--- src/rtl/alu8_pkg.sv ---
package alu8_pkg;

    typedef enum logic [4:0] {
        OP_ADD  = 5'd0,
        OP_ADC  = 5'd1,
        OP_SUB  = 5'd2,
        OP_SBC  = 5'd3,
        OP_CP   = 5'd4,
        OP_CPC  = 5'd5,
        OP_AND  = 5'd6,
        OP_OR   = 5'd7,
        OP_XOR  = 5'd8,
        OP_COM  = 5'd9,
        OP_NEG  = 5'd10,
        OP_INC  = 5'd11,
        OP_DEC  = 5'd12,
        OP_LSL  = 5'd13,
        OP_LSR  = 5'd14,
        OP_ASR  = 5'd15,
        OP_ROL  = 5'd16,
        OP_ROR  = 5'd17,
        OP_SWAP = 5'd18
    } alu_op_e;

    // status byte bit positions (the core's branch logic decodes these)
    localparam int FB_C = 0;
    localparam int FB_Z = 1;
    localparam int FB_N = 2;
    localparam int FB_V = 3;
    localparam int FB_S = 4;
    localparam int FB_H = 5;

    typedef struct packed {
        logic h;
        logic v;
        logic n;
        logic z;
        logic c;
    } flag_t;

endpackage

--- src/rtl/alu8_arith.sv ---
module alu8_arith
    import alu8_pkg::*;
#(
    parameter int W = 8
) (
    input  alu_op_e        op,
    input  logic [W-1:0]   a,
    input  logic [W-1:0]   b,
    input  logic           cin,
    input  logic           zin,
    output logic [W-1:0]   res,
    output flag_t          fl,
    output flag_t          upd
);
    localparam int HALF = W / 2;

    logic [W-1:0]  x, y;
    logic          ci, sub, chain;
    logic [W:0]    wide;
    logic [HALF:0] low;

    always_comb begin
        x = a; y = b; ci = 1'b0; sub = 1'b0; chain = 1'b0;
        upd = '{h: 1'b1, v: 1'b1, n: 1'b1, z: 1'b1, c: 1'b1};
        unique case (op)
            OP_ADD:        ;
            OP_ADC:        ci = cin;
            OP_SUB, OP_CP: sub = 1'b1;
            OP_SBC, OP_CPC: begin sub = 1'b1; ci = cin; chain = 1'b1; end
            OP_NEG:        begin x = '0; y = a; sub = 1'b1; end
            default:       upd = '0;
        endcase
    end

    always_comb begin
        if (sub) begin
            wide = {1'b0, x} - {1'b0, y} - {{W{1'b0}}, ci};
            low  = {1'b0, x[HALF-1:0]} - {1'b0, y[HALF-1:0]} - {{HALF{1'b0}}, ci};
        end else begin
            wide = {1'b0, x} + {1'b0, y} + {{W{1'b0}}, ci};
            low  = {1'b0, x[HALF-1:0]} + {1'b0, y[HALF-1:0]} + {{HALF{1'b0}}, ci};
        end
        res  = wide[W-1:0];
        fl.c = wide[W];
        fl.h = low[HALF];
        fl.n = res[W-1];
        fl.z = (res == '0) && (!chain || zin);
        if (sub)
            fl.v = (x[W-1] != y[W-1]) && (res[W-1] != x[W-1]);
        else
            fl.v = (x[W-1] == y[W-1]) && (res[W-1] != x[W-1]);
    end

    // zero chaining: a nonzero byte never leaves Z set
    always_comb begin
        if (chain && res != '0)
            p_chain_clears_z_r4: assert (!fl.z);
    end
endmodule

--- src/rtl/alu8_logic.sv ---
module alu8_logic
    import alu8_pkg::*;
#(
    parameter int W = 8
) (
    input  alu_op_e        op,
    input  logic [W-1:0]   a,
    input  logic [W-1:0]   b,
    output logic [W-1:0]   res,
    output flag_t          fl,
    output flag_t          upd
);
    localparam logic [W-1:0] MIN_NEG = {1'b1, {(W-1){1'b0}}};
    localparam logic [W-1:0] MAX_POS = ~MIN_NEG;

    always_comb begin
        res  = a;
        fl.v = 1'b0;
        fl.c = 1'b0;
        fl.h = 1'b0;
        upd  = '{h: 1'b0, v: 1'b1, n: 1'b1, z: 1'b1, c: 1'b0};
        unique case (op)
            OP_AND: res = a & b;
            OP_OR:  res = a | b;
            OP_XOR: res = a ^ b;
            OP_COM: begin res = ~a; fl.c = 1'b1; upd.c = 1'b1; end
            OP_INC: begin res = a + 1'b1; fl.v = (res == MIN_NEG); end
            OP_DEC: begin res = a - 1'b1; fl.v = (res == MAX_POS); end
            default: upd = '0;
        endcase
        fl.n = res[W-1];
        fl.z = (res == '0);
    end
endmodule

--- src/rtl/alu8_shift.sv ---
module alu8_shift
    import alu8_pkg::*;
#(
    parameter int W = 8
) (
    input  alu_op_e        op,
    input  logic [W-1:0]   a,
    input  logic           cin,
    output logic [W-1:0]   res,
    output flag_t          fl,
    output flag_t          upd
);
    localparam int HALF = W / 2;

    always_comb begin
        res  = a;
        fl.c = 1'b0;
        fl.h = 1'b0;
        upd  = '{h: 1'b0, v: 1'b1, n: 1'b1, z: 1'b1, c: 1'b1};
        unique case (op)
            OP_LSL:  begin res = {a[W-2:0], 1'b0};   fl.c = a[W-1]; end
            OP_LSR:  begin res = {1'b0, a[W-1:1]};   fl.c = a[0];   end
            OP_ASR:  begin res = {a[W-1], a[W-1:1]}; fl.c = a[0];   end
            OP_ROL:  begin res = {a[W-2:0], cin};    fl.c = a[W-1]; end
            OP_ROR:  begin res = {cin, a[W-1:1]};    fl.c = a[0];   end
            OP_SWAP: begin res = {a[HALF-1:0], a[W-1:HALF]}; upd = '0; end
            default: upd = '0;
        endcase
        fl.n = res[W-1];
        fl.z = (res == '0);
        fl.v = fl.n ^ fl.c;
    end
endmodule

--- src/rtl/alu8_core.sv ---
module alu8_core
    import alu8_pkg::*;
#(
    parameter int W = 8
) (
    input  logic [W-1:0] a,
    input  logic [W-1:0] b,
    input  logic [4:0]   op,
    input  logic [7:0]   sreg_in,
    output logic [W-1:0] result,
    output logic [7:0]   sreg_out,
    output logic         wr_en
);
    alu_op_e opc;
    assign opc = alu_op_e'(op);

    typedef enum logic [1:0] {CL_ARITH, CL_LOGIC, CL_SHIFT, CL_NONE} op_class_e;
    op_class_e cls;

    logic [W-1:0] ar_res, lg_res, sh_res;
    flag_t        ar_fl, lg_fl, sh_fl;
    flag_t        ar_upd, lg_upd, sh_upd;
    flag_t        sel_fl, sel_upd;

    alu8_arith #(.W(W)) u_arith (
        .op(opc), .a(a), .b(b), .cin(sreg_in[FB_C]), .zin(sreg_in[FB_Z]),
        .res(ar_res), .fl(ar_fl), .upd(ar_upd)
    );

    alu8_logic #(.W(W)) u_logic (
        .op(opc), .a(a), .b(b),
        .res(lg_res), .fl(lg_fl), .upd(lg_upd)
    );

    alu8_shift #(.W(W)) u_shift (
        .op(opc), .a(a), .cin(sreg_in[FB_C]),
        .res(sh_res), .fl(sh_fl), .upd(sh_upd)
    );

    always_comb begin
        unique case (opc)
            OP_ADD, OP_ADC, OP_SUB, OP_SBC,
            OP_CP, OP_CPC, OP_NEG:                  cls = CL_ARITH;
            OP_AND, OP_OR, OP_XOR, OP_COM,
            OP_INC, OP_DEC:                         cls = CL_LOGIC;
            OP_LSL, OP_LSR, OP_ASR, OP_ROL,
            OP_ROR, OP_SWAP:                        cls = CL_SHIFT;
            default:                                cls = CL_NONE;
        endcase
    end

    always_comb begin
        unique case (cls)
            CL_ARITH: begin result = ar_res; sel_fl = ar_fl; sel_upd = ar_upd; end
            CL_LOGIC: begin result = lg_res; sel_fl = lg_fl; sel_upd = lg_upd; end
            CL_SHIFT: begin result = sh_res; sel_fl = sh_fl; sel_upd = sh_upd; end
            default:  begin result = a;      sel_fl = '0;    sel_upd = '0;     end
        endcase
        wr_en = (cls != CL_NONE) && (opc != OP_CP) && (opc != OP_CPC);
    end

    always_comb begin
        sreg_out = sreg_in;
        if (sel_upd.c) sreg_out[FB_C] = sel_fl.c;
        if (sel_upd.z) sreg_out[FB_Z] = sel_fl.z;
        if (sel_upd.n) sreg_out[FB_N] = sel_fl.n;
        if (sel_upd.v) sreg_out[FB_V] = sel_fl.v;
        if (sel_upd.h) sreg_out[FB_H] = sel_fl.h;
        if (sel_upd.n || sel_upd.v)
            sreg_out[FB_S] = sreg_out[FB_N] ^ sreg_out[FB_V];
    end

    // checks on the merged status byte
    always_comb begin
        p_it_held_r1: assert (sreg_out[7:6] == sreg_in[7:6]);
        if (opc == OP_CP || opc == OP_CPC)
            p_compare_no_wb_r5: assert (!wr_en);
        if (opc == OP_AND || opc == OP_OR || opc == OP_XOR ||
            opc == OP_INC || opc == OP_DEC)
            p_logic_keeps_ch_r6: assert (sreg_out[FB_C] == sreg_in[FB_C] &&
                                         sreg_out[FB_H] == sreg_in[FB_H]);
        if (opc == OP_SWAP)
            p_swap_flags_kept_r11: assert (sreg_out == sreg_in);
        if (cls != CL_NONE && opc != OP_SWAP)
            p_sign_test_r12: assert (sreg_out[FB_S] == (sreg_out[FB_N] ^ sreg_out[FB_V]));
        if (cls == CL_NONE)
            p_unused_inert_r13: assert (result == a && sreg_out == sreg_in && !wr_en);
    end
endmodule

--- config.mk ---
export PLATFORM = sky130hd
export DESIGN_NAME = alu8_core
export DESIGN_NICKNAME = d
export VERILOG_FILES = /design/src/rtl/alu8_pkg.sv /design/src/rtl/alu8_arith.sv /design/src/rtl/alu8_logic.sv /design/src/rtl/alu8_shift.sv /design/src/rtl/alu8_core.sv
export SDC_FILE = /design/constraint.sdc
export NUM_CORES = 1
export LEC_CHECK = 0
export ABC_AREA = 1
export BUFFER_PORTS_ARGS = -buffer_cell sky130_fd_sc_hd__buf_2
export CORE_UTILIZATION = 60
export DETAILED_ROUTE_END_ITERATION = 6
export GPL_ROUTABILITY_DRIVEN = 0
export GPL_TIMING_DRIVEN = 0
export PLACE_DENSITY = 0.82
export SLEW_MARGIN = 20
export SYNTH_ARGS = -nofsm -noshare
export SYNTH_HDL_FRONTEND = slang
export SYNTH_HIERARCHICAL = 1
export SYNTH_SLANG_ARGS = --single-unit
--- constraint.sdc ---
create_clock -name vclk -period 4
set_input_delay 0.4 -clock vclk [all_inputs]
set_output_delay 0.4 -clock vclk [all_outputs]
set_load 0.02 [all_outputs]
==> flow_metrics.py <==
metrics = {
    "status": {
        "status": "complete, no violations",
    },
    "placed_design": {
        "io_buffers": 44,
        "dp_hpwl_mm": 9.151,
    },
    "timing": {
        "fin_crit_ns": 3.828,
        "setup-violations-final": 0,
        "fmax_mhz": 261.2,
        "rsz0062_at_grt": "true",
        "tightestPinTransition_ns": 0.6802,
        "hold_viol": 0,
        "drv_slew": 0,
        "relSlewSlack_pct": 54.49,
        "whs_ns": 1.017,
        "min_period_over_period_pct": 95.70,
    },
    "detailed_routing": {
        "routed_via_density": 5.737,
        "wl_mm": 12.01,
        "route.detailed.drc": 0,
        "postRouteAntennaNets": 0,
        "wl_per_cell_um": 14.32,
        "dr.pass1.iters": 5,
        "vias": 4813,
        "drt_iter0_markers": 464,
    },
    "power": {
        "peakVddDrop_uv": 101.1,
        "p_int_uw": 234.3,
        "power.share.sequential_pct": 0,
        "p_per_area_nw_per_um2": 141.4,
        "leakagePower_nw": 2.535,
        "p_comb_share_pct": 100.0,
        "power.total_uw": 634.6,
        "pwr-share-clk_pct": 0,
        "p_sw_uw": 400.3,
        "swShare_pct": 63.08,
    },
    "synthesis": {
        "syn_avg_cell_area_um2": 5.481,
        "seq_area_frac_synth_pct": 0,
        "synth_top_cell_area_share_pct": 18.45,
        "yosys_warnings": 6,
        "yosysUniqueCellTypes": 42,
        "synth_area_leaders": "nand2_1, ha_1, inv_1, nand3_1, nor2_1",
        "synth_area_um2": 3886,
        "syn-instance-count": 709,
        "yosys.area.top_type": "nand2_1",
    },
    "worst_hold_path": {
        "min_path_type": "in -> out",
    },
    "final_layout": {
        "final_nets": 838,
        "layout_commonest_cell": "nand2_1",
        "layout_common_cells": "nand2_1, inv_1, nand3_1",
        "nClkBuffers": 0,
        "drive_above_1_share_pct": 25.79,
        "nFlopsAndLatches": 0,
        "diodes": 0,
        "fin_util_pct": 73.60,
        "area_growth_pct": 15.45,
        "regArea_um2": 0,
    },
    "floorplanning": {
        "num_rows": 28,
        "start_util_pct": 63.75,
        "die_area_um2": 6803,
        "core_area_um2": 6096,
        "die_w_um": 82.48,
        "dieHeight_um": 82.48,
        "io_pins": 46,
    },
    "global_routing": {
        "grt_max_degree": 16,
        "grt-ovfl-total": 0,
        "grt_pass1_vias": 4161,
        "grt_pass1_wl_mm": 18.11,
        "grt_usage_pct": 34.02,
        "antenna_found_initial": 0,
    },
    "setup_path": {
        "critPathLaunchType": "input pin",
        "cp.required_ns": 3.60,
        "crit_fanout": 12,
        "endpoint_kind": "primary output",
        "worstPathArrival_ns": 3.43,
        "critical_path_class": "in -> out",
    },
    "run": {
        "drv_cap": 0,
    },
}
==> timing repair <==
action / CTS / global route
pin swaps: 1 / 6
endpoints found under the setup margin: 9 / 5
gates resized for setup: 23 / 40
hold buffers: 0 / 0
setup buffers: 2 / 7
==> critical path: stages <==
cell      delay, ns
buf_8          0.13
inv_2          0.06
nor2_2         0.04
nand3_4        0.13
clkinv_4       0.09
or2_4          0.24
o21ai_4        0.07
inv_2          0.05
fa_1           0.42
inv_2          0.07
buf_4          0.11
fa_2           0.24
nor2_2         0.06
o21ai_1        0.27
nand2_1        0.10
nand3_1        0.12
nand2_2        0.08
inv_2          0.05
nand3b_1       0.07
nor2_1         0.09
nand2_1        0.07
nor2_2         0.07
a21oi_1        0.07
a21oi_1        0.14
buf_2          0.17
==> Yosys cell counts (all sizes together) <==
cell type and number:
nand2 218, inv 118, nor2 92, nand3 87, ha 39, o21ai 33
buf 29, nand4 28, a21oi 16, a22oi 6, xor2 6, a31oi 4
fa 4, or2 4, xnor2 4, a21boi 3, nand3b 3, conb 2
nor3 2, o211ai 2, a21o 1, a41oi 1, clkbuf 1, clkinv 1
nor3b 1, nor4b 1, o21bai 1, o22ai 1, o311ai 1
==> final cells by class <==
class / instances / area, µm²
plain buffers: 30 / 245.2
fillers: 569 / 1609
inverters: 119 / 456.7
multi-input cells: 562 / 3343
well taps: 75 / 93.84
repair buffers: 53 / 347.8
==> per-stage QoR <==
step	TNS [ns]	cells	instance area [µm²]	worst slack, ns
final	0	839	4487	0.1720
after global routing	-0.07685	839	4487	-0.05812
after CTS	0	832	4279	0.007897
after detailed placement	-2.037	830	4208	-0.5442
after global placement	-1.348	830	4208	-0.4110
after floorplan	0	711	3894	0.2384
==> power by group through the flow <==
stage                     sequential (mW)  combinational [mW]  clock (mW)
after floorplan                         0               0.419           0
after global placement                  0               0.553           0
after detailed placement                0               0.569           0
after CTS                               0               0.583           0
after global routing                    0               0.699           0
final                                   0               0.635           0
==> per-layer routing <==
layer / vias to the layer above / global-route usage (%) / routed length [µm]
li1: 2363 / - / -
met1: 2172 / 43.19 / 4923
met2: 235 / 61.65 / 5671
met3: 43 / 2.198 / 1015
met4: 0 / 8.596 / 403
met5: - / 0 / 0
==> worst paths after layout <==
kind,startpoint,to,slack (ns),depth (start not counted)
max,op[3],sreg_out[1],0.17,25
min,sreg_in[6],sreg_out[6],1.02,2
==> cell families after synthesis <==
logic type / Yosys count / share of synthesized area (%)
AOI/OAI and AO/OA: 69 / 10.56
xor gates and xnor gates: 10 / 2.254
adders and majority gates: 43 / 14.62
buffers and inverters: 149 / 17.68
other: 2 / 0.1932
and+or+nand+nor: 436 / 54.70
Note: power is estimated with default switching activity, not from simulation.
